File: src/rtl/ep_pingpong_buf.sv
`timescale 1ns/1ps
module ep_pingpong_buf #(
  parameter int DW = 8,
  parameter int MAXP = 8,
  parameter int BUSY_CYC = 2,
  localparam int AW = $clog2(MAXP),
  localparam int LW = $clog2(MAXP + 1),
  localparam int BW = $clog2(BUSY_CYC + 1)
) (
  input  logic          clk,
  input  logic          rst_n,
  input  logic          cfg_in,
  input  logic          cfg_pingpong,
  input  logic          ctl_wr,
  input  logic          ctl_commit,
  input  logic          ctl_flush,
  input  logic          ctl_sie_clr,
  input  logic          ctl_all_clr,
  input  logic          dat_wr,
  input  logic [DW-1:0] dat_wdata,
  input  logic          dat_rd,
  output logic [DW-1:0] dat_rdata,
  output logic          st_valid,
  output logic [LW-1:0] st_len,
  output logic          st_busy,
  output logic          sie_ready,
  output logic [LW-1:0] sie_len,
  input  logic [AW-1:0] sie_raddr,
  output logic [DW-1:0] sie_rdata,
  input  logic          sie_done,
  input  logic          sie_wr,
  input  logic [DW-1:0] sie_wdata,
  input  logic          sie_end
);

  logic [DW-1:0] mem [2][MAXP];
  logic [LW-1:0] cnt [2];
  logic [1:0]    full;
  logic          cb, zlp;
  logic [LW-1:0] rptr;
  logic [BW-1:0] bcnt;

  logic ch, sh, busy, valid;
  logic wa, ws, wv, wb;
  logic in_wr_ok, out_wr_ok, rd_ok, rd_avail;
  logic commit_cmd, zlp_cmd, bclr_in, bclr_out, tx_done, swap, clr_evt;

  assign ch    = cb;
  assign sh    = cfg_pingpong ? ~cb : cb;
  assign busy  = bcnt != '0;
  assign valid = full[ch] | zlp;

  assign wa = ctl_wr & ctl_all_clr;
  assign ws = ctl_wr & ctl_sie_clr;
  assign wv = ctl_wr & ctl_commit;
  assign wb = ctl_wr & ctl_flush;

  assign swap = cfg_pingpong & ~wa &
                (cfg_in ? (full[ch] & ~full[sh]) : (~full[ch] & full[sh]));

  assign in_wr_ok   = cfg_in & dat_wr & ~valid & ~busy & (cnt[ch] != LW'(MAXP)) & ~wa;
  assign out_wr_ok  = ~cfg_in & sie_wr & ~full[sh] & (cnt[sh] != LW'(MAXP)) & ~wa;
  assign rd_avail   = ~cfg_in & full[ch] & ~busy & (rptr < cnt[ch]);
  assign rd_ok      = rd_avail & dat_rd;
  assign commit_cmd = cfg_in & wv & ~wb & ~full[ch];
  assign zlp_cmd    = cfg_in & wv & wb & (cfg_pingpong | ~full[ch]);
  assign bclr_in    = cfg_in & wb & ~wv & (cfg_pingpong | ~valid);
  assign bclr_out   = ~cfg_in & wb & full[ch];
  assign tx_done    = cfg_in & sie_done & full[sh];
  assign clr_evt    = wa | ws | swap | bclr_in | bclr_out | zlp_cmd | tx_done;

  always_ff @(posedge clk or negedge rst_n) begin
    if (!rst_n) begin
      cb     <= 1'b0;
      full   <= '0;
      cnt[0] <= '0;
      cnt[1] <= '0;
      zlp    <= 1'b0;
      rptr   <= '0;
      bcnt   <= '0;
    end else begin
      if (busy) bcnt <= bcnt - BW'(1);
      if (wa) begin
        cb     <= 1'b0;
        full   <= '0;
        cnt[0] <= '0;
        cnt[1] <= '0;
        zlp    <= 1'b0;
      end else if (swap) begin
        cb <= ~cb;
      end else begin
        if (cfg_in) begin
          if (in_wr_ok) begin
            cnt[ch] <= cnt[ch] + LW'(1);
            if (cnt[ch] == LW'(MAXP - 1)) full[ch] <= 1'b1;
          end
          if (commit_cmd) full[ch] <= 1'b1;
          if (bclr_in) begin
            cnt[ch]  <= '0;
            full[ch] <= 1'b0;
          end
          if (zlp_cmd) begin
            cnt[ch]  <= '0;
            full[ch] <= 1'b1;
            zlp      <= 1'b1;
          end
          if (tx_done) begin
            full[sh] <= 1'b0;
            cnt[sh]  <= '0;
            if (cnt[sh] == '0) zlp <= 1'b0;
          end
        end else begin
          if (out_wr_ok) cnt[sh] <= cnt[sh] + LW'(1);
          if (sie_end && !full[sh]) full[sh] <= 1'b1;
          if (rd_ok) rptr <= rptr + LW'(1);
          if (bclr_out) begin
            full[ch] <= 1'b0;
            cnt[ch]  <= '0;
          end
        end
        if (ws) begin
          full[sh] <= 1'b0;
          cnt[sh]  <= '0;
          zlp      <= 1'b0;
        end
      end
      if (clr_evt) begin
        bcnt <= BW'(BUSY_CYC);
        rptr <= '0;
      end
    end
  end

  always_ff @(posedge clk) begin
    if (in_wr_ok)  mem[ch][cnt[ch][AW-1:0]] <= dat_wdata;
    if (out_wr_ok) mem[sh][cnt[sh][AW-1:0]] <= sie_wdata;
  end

  assign dat_rdata = rd_avail ? mem[ch][rptr[AW-1:0]] : '0;
  assign st_valid  = valid;
  assign st_len    = busy ? '0 : cnt[ch];
  assign st_busy   = busy;
  assign sie_ready = cfg_in ? full[sh] : ~full[sh];
  assign sie_len   = cnt[sh];
  assign sie_rdata = mem[sh][sie_raddr];


  busy_read_ignored_chk: assert property (@(posedge clk) disable iff (!rst_n)
    st_busy && dat_rd && !ctl_wr |=> $stable(rptr));


  single_tx_hold_chk: assert property (@(posedge clk) disable iff (!rst_n)
    cfg_in && !cfg_pingpong && st_valid && !sie_done && !ctl_wr |=> st_valid);


  zlp_hold_chk: assert property (@(posedge clk) disable iff (!rst_n)
    cfg_in && zlp && !sie_done && !ctl_wr |=> st_valid);


  fill_sets_valid_chk: assert property (@(posedge clk) disable iff (!rst_n)
    in_wr_ok && !ctl_wr && cnt[ch] == LW'(MAXP - 1) |=> st_valid || st_busy);


  rx_flush_chk: assert property (@(posedge clk) disable iff (!rst_n)
    !cfg_in && ctl_wr && ctl_flush && !ctl_all_clr && st_valid |=> !st_valid && st_busy);


  rx_flush_idle_chk: assert property (@(posedge clk) disable iff (!rst_n)
    !cfg_in && ctl_wr && ctl_flush && !ctl_sie_clr && !ctl_all_clr && !st_valid && !st_busy && !swap
    |=> !st_busy);

endmodule

File: config.mk
export PLATFORM = sky130hd
export DESIGN_NAME = ep_pingpong_buf
export DESIGN_NICKNAME = d
export VERILOG_FILES = /design/src/rtl/ep_pingpong_buf.sv
export SDC_FILE = /design/constraint.sdc
export NUM_CORES = 1
export LEC_CHECK = 0
export BUFFER_PORTS_ARGS = -buffer_cell sky130_fd_sc_hd__buf_2
export CAP_MARGIN = 25
export CELL_PAD_IN_SITES_DETAIL_PLACEMENT = 2
export CELL_PAD_IN_SITES_GLOBAL_PLACEMENT = 2
export CORE_MARGIN = 1.5
export CORE_UTILIZATION = 30
export DETAILED_ROUTE_END_ITERATION = 10
export PLACE_DENSITY_LB_ADDON = 0.1
export SLEW_MARGIN = 0
export SYNTH_ARGS = -nofsm -noshare
export SYNTH_HDL_FRONTEND = slang
export SYNTH_SLANG_ARGS = --single-unit
File: constraint.sdc
create_clock -name clk -period 3.9 [get_ports clk]
set_input_delay 0.78 -clock clk [delete_from_list [all_inputs] [get_ports clk]]
set_output_delay 0.78 -clock clk [all_outputs]
set_load 0.01 [all_outputs]
# Yosys cells after proc, flatten, opt, wreduce, memory -nomap -nowiden
# Memories as Yosys holds them, arrays and structs flattened.
# Cells that the tools add are included.
# word_totals
n_memories	1
inputBits	33
ramBits	128
ff_bits	18
word_cells	236
out_inout_bits	27
# mem_list
memory	depth	width	rd	rd_clocked_by_memory_dff	write_ports	line_no	text
mem	2	64	2	0	1	36	logic [DW-1:0] mem [2][MAXP];
# classes
bitwise	74
n_eq_ne	7
n_addsub	4
n_lt_le_gt_ge	15
n_reduce_logical	17
muxes	111
# ops
operator	count
$mux 64	4
$mux 8	31
$reduce_or 64->1	1
$mux 2	31
$mux 4	14
$bmux 8 s3	2
$demux 8 s3	2
$and 8x8->8	5
$and 1x1->1	33
$mux 1	21
$bwmux 8	2
$ge 4x4->1 const B	4
$not 3->4	4
$not 8->8	2
$add 4x1->4 const B	3
$not 1->1	9
$or 1x1->1	9
$and 2x2->2	4
$demux 4 s1	2
$lt 4x1->1 const B	2
$ne 4x4->1 const B	2
$or 2x2->2	4
$reduce_bool 2->1	4
$logic_and 1x1->1	7
17 further kinds	26

# Longest topological paths before layout
# depth
depth_word	36
depth_mapped	13

# Worst setup path after synthesis
# No wires, ideal clock.
# synth_timing
path_type	input to register
startpoint	input port cfg_pingpong
endpoint	memory mem[1][10] (netlist bit), enable pin
t_arrival_ns	3.403
t_required_ns	3.530
path_stages	12
slack_ns	0.127
cell_sequence	xnor2_1 > buf_4 > buf_6 > nand2_1 > nand2_1 > inv_1 > ha_1 > a311oi_1 > o21ai_1 > buf_2 > o32a_1 > nor2_1
# synth_between
elab_chain_len	13
elab_cells_between_ends	23
classes_between	order compare: 2; eq/ne: 1; mux: 12; bitwise: 6; reduce/logical: 2
# synth_lines
item	line_no	text
start: declaration	13	input logic cfg_pingpong,
$mux 1 (*)	49	assign sh = cfg_pingpong ? ~cb : cb;
$not 1->2 (*)	-	
$mux 4 (*)	-	
$mux 4 (not written as such) (*)	136	if (out_wr_ok) mem[sh][cnt[sh][AW-1:0]] <= sie_wdata;
$mux 4 (*)	-	
via sie_len[1]	27	output logic [LW-1:0] sie_len,
$not 3->4 (not written as such)	136	
$ge 4x4->1 (not written as such) or $lt 4x1->1 (tied branches)	136	
$logic_and 1x1->1 (not written as such)	136	
$mux 8 (not written as such)	136	
$demux 8 s3	136	
$mux 64 (not written as such) (*)	136	
$reduce_or 64->1 (no line)	-	
$mux 1 (no line) or $mux 64 (tied branches)	-	
end: declaration	36	
# The timed path passes the listed nets; every way through them passes the cells marked *. The select of a mux whose other input is x is not followed.

# Final worst setup path
# layout_timing
startpoint	register cb
endpoint	output port dat_rdata[2]
# layout_between
elab_chain_len	7
elab_cells_between_ends	15
classes_between	order compare: 1; mux: 9; bitwise: 4; memory: 1
# layout_lines
item	line_no	text
start: declaration	39	logic cb, zlp;
start signal: assignment	90	cb <= ~cb;
$not 1->2 (not written as such)	63	assign rd_avail = ~cfg_in & full[ch] & ~busy & (rptr < cnt[ch]);
$mux 4 (not written as such)	63	
$mux 4	-	
$mux 4 (not written as such)	63	
$lt 4x4->1	63	
$and 1x1->1	63	
$mux 8 (*)	139	assign dat_rdata = rd_avail ? mem[ch][rptr[AW-1:0]] : '0;
end: declaration	22	output logic [DW-1:0] dat_rdata,
# Every way passes the cells marked *; elsewhere a longest branch is shown, timed or not. The select of a mux whose other input is x is not followed.

==> out/metrics.csv <==
metric,value,unit
status,finished clean,
layout-drive-gt1-share,39.9,%
async_reset_ff_share,12.3,%
cp-endpoint,dat_rdata[2],
clk_pin_slew,70,ps
ys_top_cells_by_area,"edfxtp_1 48%, mux4_2 23%, dfrtp_1 5.7%",
initial_core_util,30.6,%
drt-wirelength-per-cell,27.2,µm
numCtsBuffers,17,
fillers,2599,
initialDrtViolationCount,428,
grt_max_degree,33,
synthToLayoutAreaGrowth,19.3,%
htreeDepth,4,
ys_warn_count,0,
grt_antenna_before_repair,0,
synth_mux_area_share,25.0,%
slew_viol_final,0,
synthDistinctLibCells,71,
drc,0,
cp_common_cell,nor2b_1,
critPathLaunch,cb$_DFFE_PN0P_,
ys.flop_type,edfxtp_1,
vias_per_cell,5.52,
r2r-end,mem[0][30]$_DFFE_PP_,
grt_util_all_layers,19.7,%
syn_avg_cell_area,15.4,µm²
cts_setup_buffers,0,
register_area,4300,µm²
synth_xor_area_share,1.51,%
critPathMaxFanout,16,
cp_slowest_cell,dfrtp_4,
gp_congestion,0.807,
coreArea,26100,µm²
grt_pass1_wl,39.6,mm
ff2ff_path_depth,13,
pin_count,60,
cts.path.max_buffers,2,
stdcell_count,962,
synth_edf_count,128,
cp.arrival,2970,ps
critPathCaptureType,primary output,
synth.top_cell.area_share,48.2,%
tritoncts,done,
fin_crit_sh,96.2,%
maxCapViolations,0,
yosys.area_share.simple,8.79,%
fin_crit,3750,ps
yosys.area.top_type,edfxtp_1,
clk_latency,430,ps
port_buffers,59,
synth_adder_area_share,1.41,%
diodes,0,
slowest_delay,600,ps
nets,656,
overflow,0,
r2r_start,cb$_DFFE_PN0P_,
setup_viol,0,
regToRegSetupSlack,370,ps
dp_hpwl,19.2,mm
drt-total-wl,26.1,mm
yosysMostFrequentCell,edfxtp_1,
syn_area,7970,µm²
cp.required,3120,ps
max_freq,267,MHz
p_leak,3.33,nW
finClkSkew,12.5,ps
finalHoldViolCount,0,
vdd_ir_drop_max,0.186,mV
yosysSeqAreaShare,53.9,%
powerDensity,506,nW/µm²
num_vias,5308,
ant_nets,0,
slew_headroom,50.9,%
yosys-top-cells-count,"128 x edfxtp_1, 80 x mux4_2, 32 x nor2_1",
worstPathCellList,nor2b_1 > a21oi_1 > ha_1 > a21o_1 > nand2_1 > nand3_2 > nor2b_1 > buf_2,
syn_inst,516,
synth_top_family_by_area,multiplexers,
worstHoldPathType,in -> async,
num_rows,59,
drtPass1Iterations,4,
crit_type,reg -> out,
tns,0,ps
die_area,27500,µm²
clock_sinks,146,
start_kind,flop,
final_util,36.5,%
die_w,166,µm
ys_ff_latch,146,
multi_input_area,3460,µm²
root_buffer,clkbuf_16,
worst_pin_slew,730,ps
rsz0062_at_grt,no,
first_global_vias,5954,
die_h,166,µm
place_inst,930,
synth-compound-area-share,6.52,%
synth_nets,558,
## cell usage in the layout, fill, tap and decap left out, types with 5 or more instances in the layout
cell type | Yosys | routed
nor2_1 | 32 | 32
mux2_2 | 8 | 8
dfrtp_1 | 18 | 16
nor3_1 | 7 | 7
inv_6 | 0 | 5
buf_2 | 9 | 59
edfxtp_1 | 128 | 128
ha_1 | 9 | 9
nand2_1 | 24 | 24
nor2b_1 | 6 | 6
nand2b_1 | 5 | 5
buf_4 | 1 | 51
and3_1 | 5 | 5
clkbuf_16 | 0 | 17
a21oi_1 | 14 | 14
o21ai_0 | 9 | 9
nand3_1 | 18 | 18
mux4_2 | 80 | 80
a31oi_1 | 5 | 5
xnor2_1 | 6 | 5
mux2i_1 | 9 | 9
and2_1 | 10 | 10
inv_1 | 13 | 13
## critical path: cells and delay by family, from the launching register on
family / cells / cell delay [ps]
buffers and inverters: 1 / 180
AOI/OAI and AO/OA: 2 / 470
adders and majority gates: 1 / 330
DFF: 1 / 600
and+or+nand+nor: 4 / 950
## flip-flops by register name, indices dropped and copies added (netlist names)
signal / flops
cb: 1
full: 2
cnt: 8
bcnt: 2
rptr: 4
zlp: 1
mem: 128
## cell families (layout without fill, tap and decap cells)
family	Yosys count	after routing
fa+ha+maj	9	9
flops	146	146
simple gates	131	131
mux	98	98
buf+inv	48	159
compound gates	72	72
xor+xnor	12	12
## stage by stage
step / area [µm²] / power (mW) / hold slack, ps / worst slack (ps)
detailed placement: 8950 / 3.29 / 560 / 49.1
global route: 9510 / 5.02 / 361 / 2.82
CTS: 9500 / 4.85 / 335 / 74.2
global placement: 8950 / 3.26 / 522 / 167
floorplan: 7970 / 2.83 / 484 / 127
finish: 9510 / 4.81 / 333 / 149
## area by class of cell
class,count,share of cell area [%]
Tap cell,335,4.41
Multi-Input combinational cell,322,36.4
Clock buffer,17,4.48
Sequential cell,146,45.2
Timing Repair Buffer,113,7.67
Inverter,14,0.553
Clock inverter,15,1.26
## power breakdown
| group | switching (mW) | total (mW) | internal (mW) |
|---|---|---|---|
| registers | 0.0902 | 1.88 | 1.79 |
| logic | 0.734 | 1.37 | 0.634 |
| clock network | 0.727 | 1.56 | 0.832 |
| total | 1.55 | 4.81 | 3.26 |
## per-layer routing
layer / track usage [%] / up-vias / wire length, µm
met1: 27.6 / 2857 / 12300
met4: 5.44 / 0 / 340
li1: - / 2316 / -
met5: 0 / - / 0
met2: 31.4 / 113 / 12600
met3: 3.50 / 22 / 883
## repair_timing
item	4_1_cts	5_1_grt
endpoints found under the setup margin	1	1
hold buffers	0	0
gates resized for setup	1	1
## worst min-delay path by stage
stage | endpoint | depth (start not counted)
after floorplan | bcnt[0]$_DFFE_PN0P_ | 0
after global placement | bcnt[0]$_DFFE_PN0P_ | 2
after detailed placement | bcnt[0]$_DFFE_PN0P_ | 2
after CTS | cnt[7]$_DFFE_PN0P_ | 1
after global routing | cnt[7]$_DFFE_PN0P_ | 1
final | cnt[3]$_DFFE_PN0P_ | 1
Power figures use the tool's default switching activity.
